### config.mk
export PLATFORM = sky130hd
export DESIGN_NAME = predCounterDecode
export DESIGN_NICKNAME = d
export VERILOG_FILES = /design/src/rtl/pcdPkg.sv /design/src/rtl/pcdPow2Ceil.sv /design/src/rtl/pcdCtrl.sv /design/src/rtl/pcdDatapath.sv /design/src/rtl/predCounterDecode.sv
export SDC_FILE = /design/constraint.sdc
export NUM_CORES = 1
export LEC_CHECK = 0
export BUFFER_PORTS_ARGS = -buffer_cell sky130_fd_sc_hd__buf_2
export CORE_MARGIN = 2
export CORE_UTILIZATION = 60
export CTS_CLUSTER_DIAMETER = 100
export DETAILED_ROUTE_END_ITERATION = 7
export GPL_TIMING_DRIVEN = 1
export PLACE_DENSITY = 0.95
export SLEW_MARGIN = 20
export SYNTH_ARGS = -nofsm -noshare
export SYNTH_HDL_FRONTEND = slang
export SYNTH_HIERARCHICAL = 1
export SYNTH_SLANG_ARGS = --single-unit
### constraint.sdc
create_clock -name clk -period 7.39 [get_ports clk]
set_input_delay 0.3695 -clock clk [delete_from_list [all_inputs] [get_ports clk]]
set_output_delay 0.3695 -clock clk [all_outputs]
set_load 0.005 [all_outputs]
### src/rtl/pcdPkg.sv
package pcdPkg;
  // Strobes passed from control to datapath
  typedef struct packed {
    logic capture;
  } pcdStrobes_t;
endpackage

### src/rtl/pcdPow2Ceil.sv
module pcdPow2Ceil #(
  parameter int VL_W = 9
) (
  input  logic [VL_W-1:0] lenBytes,
  output logic [VL_W:0]   lenCeil
);
  logic [VL_W-1:0] lenLess;
  logic [VL_W-1:0] topBit;

  assign lenLess = lenBytes - VL_W'(1);

  // Priority encoder: flag only the highest set bit of (length - 1)
  genvar g;
  generate
    for (g = 0; g < VL_W; g++) begin : g_top
      if (g == VL_W - 1) begin : g_msb
        assign topBit[g] = lenLess[g];
      end else begin : g_low
        assign topBit[g] = lenLess[g] & ~(|lenLess[VL_W-1:g+1]);
      end
    end
  endgenerate

  assign lenCeil = (lenLess == '0) ? (VL_W+1)'(1) : {topBit, 1'b0};
endmodule

### src/rtl/pcdCtrl.sv
module pcdCtrl
  import pcdPkg::*;
(
  input  logic        clk,
  input  logic        rst_n,
  input  logic        inStrobe,
  output pcdStrobes_t strb,
  output logic        outValid
);
  assign strb.capture = inStrobe;

  always_ff @(posedge clk) begin
    if (!rst_n) outValid <= 1'b0;
    else        outValid <= inStrobe;
  end


  valid_follows_chk: assert property (@(posedge clk) disable iff (!rst_n)
    inStrobe |=> outValid);

  valid_quiet_chk: assert property (@(posedge clk) disable iff (!rst_n)
    !inStrobe |=> !outValid);
endmodule

### src/rtl/pcdDatapath.sv
module pcdDatapath
  import pcdPkg::*;
#(
  parameter int ENC_W = 16,
  parameter int VL_W  = 9,
  parameter int CNT_W = 16,
  parameter int ESZ_W = 2
) (
  input  logic              clk,
  input  logic              rst_n,
  input  pcdStrobes_t       strb,
  input  logic [ENC_W-1:0]  predEnc,
  input  logic [VL_W-1:0]   vecLenBytes,
  input  logic [ESZ_W-1:0]  vecElemSize,
  output logic [CNT_W-1:0]  elemCount,
  output logic [ESZ_W-1:0]  strideLog2,
  output logic              invertFlag
);
  localparam int SZ_N   = 1 << ESZ_W;
  localparam int CEIL_W = VL_W + 1;
  localparam int MASK_W = CEIL_W + 3;
  localparam int WIDE_W = (MASK_W > ENC_W) ? MASK_W : ENC_W;

  logic [CEIL_W-1:0] lenCeil;
  logic              sizeSeen;
  logic [ESZ_W-1:0]  predSize;
  logic [WIDE_W-1:0] lenMask;
  logic [WIDE_W-1:0] maskedEnc;
  logic [WIDE_W-1:0] rawWide;
  logic [CNT_W-1:0]  rawCnt;
  logic [ESZ_W-1:0]  sizeGap;
  logic [CNT_W-1:0]  truncCnt;
  logic [CNT_W-1:0]  adjCnt;
  logic [ESZ_W-1:0]  adjStride;
  logic              invNext;

  pcdPow2Ceil #(.VL_W(VL_W)) ceilU (
    .lenBytes (vecLenBytes),
    .lenCeil  (lenCeil)
  );

  // Trailing-zero count over the size marker field
  always_comb begin
    predSize = '0;
    for (int i = SZ_N - 1; i >= 0; i--) begin
      if (predEnc[i]) predSize = ESZ_W'(i);
    end
  end
  assign sizeSeen = |predEnc[SZ_N-1:0];

  // Raw count: mask by rounded length, drop marker and the bits below it
  assign lenMask   = WIDE_W'({lenCeil, 3'b000}) - WIDE_W'(1);
  assign maskedEnc = WIDE_W'(predEnc) & lenMask;
  assign rawWide   = maskedEnc >> ({1'b0, predSize} + (ESZ_W+1)'(1));
  assign rawCnt    = CNT_W'(rawWide);

  // Size mismatch correction
  always_comb begin
    adjCnt    = rawCnt;
    adjStride = '0;
    truncCnt  = rawCnt;
    sizeGap   = '0;
    if (predSize < vecElemSize) begin
      sizeGap  = vecElemSize - predSize;
      truncCnt = rawCnt >> sizeGap;
      adjCnt   = truncCnt + CNT_W'((truncCnt << sizeGap) != rawCnt);
    end else if (predSize > vecElemSize) begin
      sizeGap   = predSize - vecElemSize;
      adjCnt    = rawCnt << sizeGap;
      adjStride = sizeGap;
    end
    if (!sizeSeen) begin
      adjCnt    = '0;
      adjStride = '0;
    end
  end

  assign invNext = sizeSeen & predEnc[ENC_W-1];

  always_ff @(posedge clk) begin
    if (!rst_n) begin
      elemCount  <= '0;
      strideLog2 <= '0;
      invertFlag <= 1'b0;
    end else if (strb.capture) begin
      elemCount  <= adjCnt;
      strideLog2 <= adjStride;
      invertFlag <= invNext;
    end
  end


  zero_marker_chk: assert property (@(posedge clk) disable iff (!rst_n)
    strb.capture && (predEnc[SZ_N-1:0] == '0)
    |=> (elemCount == '0) && (strideLog2 == '0) && !invertFlag);

  invert_bit_chk: assert property (@(posedge clk) disable iff (!rst_n)
    strb.capture && (predEnc[SZ_N-1:0] != '0)
    |=> invertFlag == $past(predEnc[ENC_W-1]));

  narrow_no_stride_chk: assert property (@(posedge clk) disable iff (!rst_n)
    strb.capture && predEnc[0] |=> strideLog2 == '0);

  stride_align_chk: assert property (@(posedge clk) disable iff (!rst_n)
    ((elemCount >> strideLog2) << strideLog2) == elemCount);

  hold_result_chk: assert property (@(posedge clk) disable iff (!rst_n)
    !strb.capture |=> $stable(elemCount) && $stable(strideLog2) && $stable(invertFlag));

  ceil_onehot_chk: assert property (@(posedge clk) disable iff (!rst_n)
    $countones(lenCeil) == 1);

  ceil_covers_chk: assert property (@(posedge clk) disable iff (!rst_n)
    (vecLenBytes != '0) |-> ({1'b0, vecLenBytes} <= lenCeil));
endmodule

### src/rtl/predCounterDecode.sv
module predCounterDecode
  import pcdPkg::*;
#(
  parameter int ENC_W = 16,
  parameter int VL_W  = 9,
  parameter int CNT_W = 16,
  parameter int ESZ_W = 2
) (
  input  logic             clk,
  input  logic             rst_n,
  input  logic             inStrobe,
  input  logic [ENC_W-1:0] predEnc,
  input  logic [VL_W-1:0]  vecLenBytes,
  input  logic [ESZ_W-1:0] vecElemSize,
  output logic             outValid,
  output logic [CNT_W-1:0] elemCount,
  output logic [ESZ_W-1:0] strideLog2,
  output logic             invertFlag
);
  pcdStrobes_t strb;

  pcdCtrl ctrlU (
    .clk      (clk),
    .rst_n    (rst_n),
    .inStrobe (inStrobe),
    .strb     (strb),
    .outValid (outValid)
  );

  pcdDatapath #(
    .ENC_W (ENC_W),
    .VL_W  (VL_W),
    .CNT_W (CNT_W),
    .ESZ_W (ESZ_W)
  ) dpU (
    .clk         (clk),
    .rst_n       (rst_n),
    .strb        (strb),
    .predEnc     (predEnc),
    .vecLenBytes (vecLenBytes),
    .vecElemSize (vecElemSize),
    .elemCount   (elemCount),
    .strideLog2  (strideLog2),
    .invertFlag  (invertFlag)
  );
endmodule

Yosys cells after proc, flatten, opt, wreduce, memory -nomap -nowiden. Cells that the tools add are included.

Bitwise operators: 18. Shift-type cells: 4. Equal/unequal tests: 1. $add $sub $neg: 6. Reduce and logical (&&, ||, !) cells: 9. Magnitude comparators: 2. Muxes and demuxes: 11.

Operators with widths (count): 16-bit 2-to-1 mux (3); 16-bit by 2-bit left shift with 16-bit output (2); 16-bit by 1-bit adder with 16-bit output (1); 16-bit bitwise AND (1); 16-bit != test (1); 16-bit by 2-bit >> shifter with 16-bit output (1); 16-bit by 3-bit >> shifter with 16-bit output (1); 2-bit 2-to-1 mux (7); 13-bit by 1-bit subtractor with 14-bit output (second input constant) (1); 10-bit 2-to-1 mux (1); 1-bit bitwise AND (9); 9-bit logical NOT (1); 9-bit by 1-bit subtractor with 9-bit output (second input constant) (1); 1-bit inverter (8); 4-bit OR reduction (2); 8-bit OR reduction (1); 7-bit OR reduction (1); 6-bit OR reduction (1); 5-bit OR reduction (1); 2-bit subtractor (2); 2-bit by 1-bit adder with 3-bit output (second input constant) (1); 3-bit OR reduction (1); 2-bit > comparator (1); 2-bit less-than comparator (1); 2-bit OR reduction (1).

Flip-flop bits (word level): 20. Word-level logic and storage cells: 55.

Logic depth before layout (Yosys ltp). Gate-level depths: netlist of the first run.

Depth in word-level cells: 14. Gate-level depth with buffers: 22.

Modules after synthesis. The synthesis of the first run kept the hierarchy.

Modules (own cells, without submodules): pcdDatapath (area each 3042.9 µm², cells each 433, times used 1, seq. area each 380.4 µm²); pcdPow2Ceil (area each 520.5 µm², cells each 68, times used 1, seq. area each 0.0 µm²); pcdCtrl (area each 33.8 µm², cells each 3, times used 1, seq. area each 20.0 µm²).

Worst setup path before layout of the first run. Ideal clock, no wire load.

Path type: input port to flip-flop. From: in vecLenBytes[0]. To: reg dpU.elemCount[8]. Setup time: 0.122 ns. Stages on the path: 22. Slack: 2.006 ns. Data required time: 7.268 ns. Data arrival time: 5.262 ns. Path through: inv_1 > ha_1 > buf_2 > or3_1 > o22ai_2 > a22oi_4 > nor3_1 > inv_1 > ha_1 > nor3b_1 > mux2_2 > mux4_2 > nand2b_1 > and3_1 > a31oi_1 > ha_1 > nand4_1 > or4_1 > buf_2 > or2b_1 > xnor2_1 > a221o_1.

RTL lines: start: declaration (RTL line predCounterDecode.sv:13) `input logic [VL_W-1:0] vecLenBytes,`; 9-bit by 1-bit subtractor with 9-bit output (*) (RTL line pcdPow2Ceil.sv:10) `assign lenLess = lenBytes - VL_W'(1);`; 9-bit logical NOT (*) (RTL line pcdPow2Ceil.sv:24) `assign lenCeil = (lenLess == '0) ? (VL_W+1)'(1) : {topBit, 1'b0};`; 10-bit 2-to-1 mux (*) (RTL line pcdPow2Ceil.sv:24); net dpU.lenCeil[0] (RTL line pcdDatapath.sv:24) `logic [CEIL_W-1:0] lenCeil;`; 13-bit by 1-bit subtractor with 14-bit output (*) (RTL line pcdDatapath.sv:52) `assign lenMask = WIDE_W'({lenCeil, 3'b000}) - WIDE_W'(1);`; 16-bit bitwise AND (*) (RTL line pcdDatapath.sv:53) `assign maskedEnc = WIDE_W'(predEnc) & lenMask;`; 16-bit by 3-bit >> shifter with 16-bit output (*) (RTL line pcdDatapath.sv:54) `assign rawWide = maskedEnc >> ({1'b0, predSize} + (ESZ_W+1)'(1));`; 16-bit by 2-bit >> shifter with 16-bit output (RTL line pcdDatapath.sv:65) `truncCnt = rawCnt >> sizeGap;`; 16-bit by 2-bit left shift with 16-bit output (RTL line pcdDatapath.sv:66) `adjCnt = truncCnt + CNT_W'((truncCnt << sizeGap) != rawCnt);`; 16-bit != test (RTL line pcdDatapath.sv:66); 16-bit by 1-bit adder with 16-bit output (RTL line pcdDatapath.sv:66); 16-bit 2-to-1 mux (*) (RTL line pcdDatapath.sv:63) `if (predSize < vecElemSize) begin`; 16-bit 2-to-1 mux (*) (RTL line pcdDatapath.sv:72) `if (!sizeSeen) begin`; end signal: assignment (RTL line pcdDatapath.sv:86) `elemCount <= adjCnt;`; end: declaration (RTL line pcdDatapath.sv:15) `output logic [CNT_W-1:0] elemCount,`.

Mark *: on every way through the listed nets, which the timed path passes. The rest lies on a longest branch. A chain may end at the register's enable or synchronous reset.

Final worst setup path of the first run. Ends and elaborated chain as after synthesis.

==> impl_results.md, run 1 <==
- Layout cell share with drive strength beyond 1: between 15 and 20%
- Number of flops mapped to enable cells by yosys: 0
- Slowest-stage cell, CP: or4_1
- Pleak: around 1.6 nW
- Reg power frac: 24.2%
- Internal: ~0.27 mW
- Main area contributors after synthesis: dfxtp_1, o21ai_0, nand2_1, mux2i_1, a21oi_1
- Async S/R FF share, synth: 0%
- GPL Wtd Cong: ~1.1
- Pwr/cell area: between 100 and 150 nW/µm²
- Initial DRC Count: 848
- RSZ-0062 raised after global routing: false
- CP endpoint kind: flip-flop
- Root buf cell: clkbuf_8
- Failing checks: DRC
- Die Area: roughly 6600 µm²
- Post-cts hold buffer count: 0
- M1 WL: 4270 µm
- Clock Skew: 0 ns
- Final critical-path share of the clock period: roughly four fifths
- Measured slew at the worst slew-check pin: 0.984 ns
- Resized Gates After CTS: 0
- Final TNS setup: 0 ns
- Post-synth top area share: between 10 and 15%
- Clock sink total: 20
- Worst setup margin: 1.50 ns
- Site row count: 28
- Sw power: approximately 0.24 mW
- Mapped Cells: just over 500
- CTS tree: yes
- Bufs and invs on worst path: 3
- Clock power frac: approximately 14%
- Worst min-delay path category: reg -> reg
- Post-Synthesis Cell Area: 3600 µm²
- Post-synth top flop: dfxtp_1
- Worst-path clk slew: ~0.070 ns
- Routed Wire Length: approximately 11000 µm
- Top post-synthesis cells by count: nand2_1, o21ai_0, nor2_1
- Remaining routing DRC violations: 5
- Vias in the first global route: ~3800
- Congestion Overflow GR: 0
- Die height: ~81 µm
- Worst path top cell family by delay: simple AND/OR/NAND/NOR gates
- Cell Chain, Critical Path: buf_2, inv_1, ha_1, or3_1, o22ai_2, a22oi_4, nor3_1, inv_1, ha_1, nor3b_1, mux2_2, mux4_2, nand2b_1, and3_1, a31oi_1, ha_1, nand4_1, or4_1, or2b_1, xnor2_1, a221o_1
- Routed Antenna Nets: 0
- First-pass GRT wire length: roughly 18000 µm
- HPWL after DPL: between 8000 and 9000 µm
- Slowest Stage Delay on Critical Path: between 0.6 and 0.7 ns
- Outcome: finished with violations
- Initial antenna violation count: 0
- CTS Buf Count: 3
- Final Critical Period: 5.89 ns
- Synthesized net count: between 500 and 600
- # H-tree levels: 1
- Req. time, crit path: 7.54 ns
- Antenna Cells: 0
- Wire length on met3: around 1200 µm
- Max-cap viol count: 0
- Vias per cell: 7.06
- Sequential-to-total area share from yosys stat: ~11%
- Final setup vio count: 0
- Fillers: between 400 and 500
- Io pins: 50
- Post-CTS Setup Repair Bufs: 0
- Longest Clk Path Bufs: 2
- Switching Fraction: 46.8%
- Final Slew Violations: 0
- Worst skew pair latency: 0.25 ns
- Fin nets: ~570
- Dpl ws: around 1.3 ns
- CP Class: in -> reg
- Combinational share of power: 61.8%
- Cell variety after synth: a little over 80
- Horiz. Die Dim: between 80 and 90 µm
- Slew headroom: roughly 34%
- Final Hold Vio Count: 0
- Most common cell in the netlist: nand2_1
- Routed len/inst: around 18 µm
- Yosys reg bits: 20
- CP max FO: 10
- Detail Route met2 WL: approximately 4700 µm
- Pwr Total: about 0.51 mW
- Crit-path most repeated cell: ha_1
- Fmax: approximately 170 MHz
- Synthesized area per cell: approximately 7.1 µm²
- Worst EP arrival: between 6 and 7 ns
- Worst IR Drop VDD: between 0.07 and 0.08 mV
- Tot GR Track Use: about a third
- Worst Setup Start Kind: input port
- Area leader, netlist: dfxtp_1
- Synthesis Warnings: 6
- Core area: 5850 µm²
- Top layer in use: met4
- Area delta synth->final: 6.54%
- Routed via count: 4229
- Largest net degree at the start of global routing: 51
- Drt pass-1 iters: 8
- Count of input and output buffers: 49
- Initial core utilization: about three fifths
[worst paths after layout]
path | from | end | slack (ns) | depth (start not counted)
worst max-delay path | vecLenBytes[0] | dpU/elemCount[8] | 1.50 | 21
worst min register to register | dpU/elemCount[5] | dpU/elemCount[5] | 0.46 | 2
worst max register to register | dpU/elemCount[14] | dpU/elemCount[14] | 6.49 | 4
worst min-delay path | dpU/elemCount[5] | dpU/elemCount[5] | 0.46 | 2
[power by group through the flow]
stage / Combinational [mW] / Clock (mW) / Sequential (mW)
finish: 0.316 / 0.0715 / 0.123
global route: 0.341 / 0.0773 / 0.125
CTS: 0.303 / 0.0716 / 0.123
detailed placement: 0.300 / 0 / 0.125
global placement: 0.291 / 0 / 0.125
floorplan: 0.228 / 0 / 0.126
[flip-flops by register name, summed over array words and instances (netlist names)]
signal,count
ctrlU/outValid,1
dpU/elemCount,16
dpU/invertFlag,1
dpU/strideLog2,2
[metal layers]
layer	up-vias	GRT usage, %
li1	1942	-
met1	1904	45.3
met2	309	53.0
met3	74	5.49
met4	0	13.4
met5	-	0
[tightest hold or removal path: stages, from the launching register on]
cell and delay [ns]:
dfxtp_1 0.32, nand2_1 0.06, nand2_1 0.05
[cell type report]
type	instances	area, µm²	share of cell area [%]
clock buffer	3	41.3	1.08
inverter	24	90.1	2.35
multi-input combinational	425	2940	76.7
sequential	20	400	10.4
tap	75	93.8	2.45
timing repair buffer	52	268	6.99
[layout by cell type, fill, tap and decap left out, types with 4 or more instances in the layout]
cell type,synthesis,final
o211ai_1,7,7
a22oi_1,15,15
ha_1,8,8
xor2_1,11,11
o31ai_1,5,5
o32ai_1,4,4
o22ai_1,10,10
or2_2,4,4
dfxtp_1,20,20
nor2b_1,16,16
nor3_2,5,5
o31a_1,5,5
nand3_1,14,14
o211a_1,9,9
a31oi_1,9,9
mux2i_1,16,16
xnor2_1,13,13
a21oi_1,29,29
nor4_1,6,6
nor3_1,15,15
nand2_1,44,44
and3_1,6,6
mux2_2,4,4
inv_1,21,21
nor2_1,35,35
buf_2,5,49
o21ai_1,5,5
a22o_1,4,4
and2_1,4,4
nand4_1,5,5
nand2b_1,9,9
o21ai_0,40,40
[kinds of logic (layout without fill, tap and decap cells)]
logic type / Yosys count / count (layout) / synth area share (%)
AO/OA/AOI/OAI: 176 / 176 / 34.2
XOR/XNOR: 24 / 24 / 5.84
adder cells (fa/ha/maj): 9 / 9 / 3.34
buffers and inverters: 59 / 79 / 7.17
flip-flops: 20 / 20 / 11.1
multiplexers: 23 / 23 / 7.58
AND/OR/NAND/NOR: 193 / 193 / 30.7
[stage by stage]
| stage | std cells | cell area [µm²] | hold WS (ns) | util (%) |
|---|---|---|---|---|
| 6_report | 599 | 3830 | 0.459 | 65.5 |
| 5_1_grt | 599 | 3830 | 0.483 | 65.5 |
| 4_1_cts | 599 | 3830 | 0.458 | 65.5 |
| 3_5_place_dp | 596 | 3790 | 0.442 | 64.8 |
| 3_3_place_gp | 596 | 3790 | 0.432 | 64.8 |
| 2_1_floorplan | 504 | 3600 | 0.439 | - |
(Power assumes the default switching activity.)
==> run 2: changes to the inputs <==
- clock period: 7.39 -> 5.8 ns (I/O delays scaled with it)
==> run 2 against run 1 <==
Compared with the run above: the flow now finishes without violations; design area up 0.98%; final cell count grew 0.83%; register-to-register slack lost 1.5 ns; global-route usage decreased by 0.70 points; wire length down 1.6%; power up 28%; combinational power is 28% higher; worst setup slack worse by 1.1 ns; non-clock buffer count is 5 higher; critical path depth did not move; sequential power grew 28%; flip-flop and latch count stayed put; largest power group unchanged.
==> impl_results.md, run 2 (synthesized netlist as in run 1, its figures left out) <==
- Largest net degree at the start of global routing: 50 (-2.0%)
- Cell Chain, Critical Path: buf_2, inv_1, ha_1, or3_1, o22ai_2, a22oi_4, nor3_1, inv_1, ha_1, nor3b_1, mux2_2, mux4_2, nand2b_1, and3_1, a31oi_1, ha_1, nand4_1, or4_1, or2b_1, xnor2_1, a221o_1
- Worst-path clk slew: 0.07 ns (about the same)
- Outcome: completed
- Vias per cell: 6.88 (-2.5%)
- CP endpoint kind: flip-flop
- Io pins: 50 (unchanged)
- Die Area: 6630 µm² (unchanged)
- Biggest regs: dpU/elemCount (16), dpU/strideLog2 (2)
- Routed via count: 4156 (-1.7%)
- Antenna Cells: 0 (unchanged)
- Routed Wire Length: 10500 µm (-1.6%)
- Routed Antenna Nets: 0 (unchanged)
- Horiz. Die Dim: 81.4 µm (unchanged)
- Final Slew Violations: 0 (unchanged)
- Area after DPL: 3830 µm² (+0.99%)
- Clock sink total: 20 (unchanged)
- Register Area: 400 µm² (unchanged)
- Site row count: 28 (unchanged)
- Initial core utilization: 61.5% (unchanged)
- Commonest non-fill, non-tap cell in the layout: buf_2
- CTS Buf Count: 3 (unchanged)
- Vias in the first global route: 3683 (-3.1%)
- Core area: 5850 µm² (unchanged)
- Req. time, crit path: 5.95 ns (-1.59 ns)
- Drt pass-1 iters: 5 (-3)
- Worst setup margin: 0.357 ns (-1.14 ns)
- Fmax: between 150 and 200 MHz
- Final setup vio count: 0 (unchanged)
- Count of input and output buffers: 49 (unchanged)
- Most frequent cells in the layout: buf_2, nand2_1, o21ai_0
- Worst min-delay path category: in -> reg
- # H-tree levels: 1 (unchanged)
- Final TNS setup: 0 ns (unchanged)
- Design area: 3870 µm² (+0.98%)
- Pwr/cell area: 168 nW/µm² (+26%)
- GPL Wtd Cong: 0.991 (-6.6%)
- Congestion Overflow GR: 0 (unchanged)
- Final critical-path share of the clock period: between 90% and 100%
- HPWL after DPL: 8150 µm (+1.7%)
- Tot GR Track Use: 32.8% (-0.70 points)
- Worst IR Drop VDD: 0.131 mV (+79%)
- Die height: 81.4 µm (unchanged)
- CP Class: in -> reg
- Worst EP arrival: 5.59 ns (-0.46 ns)
- Final Hold Vio Count: 0 (unchanged)
- First-pass GRT wire length: 17600 µm (-1.0%)
- Top reg by flops: dpU/elemCount
- Max-cap viol count: 0 (unchanged)
- Fillers: 491 (-0.41%)
- Worst path top cell family by delay: simple AND/OR/NAND/NOR gates
- Area delta synth->final: 7.58%
- Routed len/inst: 17.5 µm (-2.4%)
- CTS tree: yes
- Remaining routing DRC violations: 0 (-5)
- Slowest Stage Delay on Critical Path: 0.66 ns (-0.03 ns)
- Clock Skew: 0 ns (unchanged)
- Post-cts hold buffer count: 0 (unchanged)
- Multi-input gate area: 2940 µm² (unchanged)
- Initial DRC Count: 611 (-28%)
- Final Critical Period: 5.44 ns
- Post-CTS Setup Repair Bufs: 0 (unchanged)
- Longest Clk Path Bufs: 2 (unchanged)
- Initial antenna violation count: 0 (unchanged)
- Root buf cell: clkbuf_8
- Crit-path most repeated cell: ha_1
- Bufs and invs on worst path: 3 (unchanged)
- Worst skew pair latency: 0.26 ns (about the same)
- Flop2flop setup slack: 4.96 ns (-1.53 ns)
- Fin nets: 570 (+0.88%)
- Worst Setup Start Kind: input port
- Layout cell share with drive strength beyond 1: 18.7% (+0.78 points)
- Dpl ws: 0.167 ns (-1.11 ns)
- RSZ-0062 raised after global routing: false
- Slew headroom: 34.9% (+0.72 points)
- Max FFs per register: 16 (unchanged)
- Resized Gates After CTS: 0 (unchanged)
- Slowest-stage cell, CP: or4_1
- Measured slew at the worst slew-check pin: 0.973 ns (-0.0108 ns)
- CP max FO: 10 (unchanged)
- Pleak: 1.59 nW (+1.5%)
run 2: cell count changes in the layout (fill, tap and decap cells not counted):
| cell | before | now |
|---|---|---|
| buf_4 | 3 | 8 |
run 2: cell type report:
class | instances | area share (%)
Clock buffer | 3 | 1.07
Multi-Input combinational cell | 425 | 75.9
Inverter | 24 | 2.33
Tap cell | 75 | 2.42
Timing Repair Buffer | 57 | 7.89
Sequential cell | 20 | 10.3
run 2: stage by stage:
| step | cells | power (mW) | hold WS, ns | utilization [%] |
|---|---|---|---|---|
| after global placement | 601 | 0.538 | 0.437 | 65.4 |
| after global routing | 604 | 0.695 | 0.391 | 66.1 |
| after floorplan | 504 | 0.451 | 0.412 | - |
| after CTS | 604 | 0.642 | 0.376 | 66.1 |
| after detailed placement | 601 | 0.548 | 0.434 | 65.4 |
| final | 604 | 0.652 | 0.384 | 66.1 |
run 2: final timing paths:
check / startpoint / endpoint / cells past startpoint
worst min register to register: dpU/elemCount[5] / dpU/elemCount[5] / 2
worst max-delay path: vecLenBytes[0] / dpU/elemCount[8] / 21
worst max register to register: dpU/elemCount[8] / dpU/elemCount[8] / 3
worst min-delay path: inStrobe / ctrlU/outValid / 2
run 2: where the power goes:
part,switching (mW),internal [mW],leakage (nW)
sequential,0.00629,0.151,0.164
clock,0.0455,0.0463,0.0216
combinational,0.251,0.153,1.41
run 2: routing by layer:
metal	GRT usage [%]	vias up	part of all wire, %
li1	-	1947	-
met1	46.1	1889	41
met2	50.2	279	45
met3	5.27	41	9.6
met4	12.2	0	3.5
met5	0	-	0
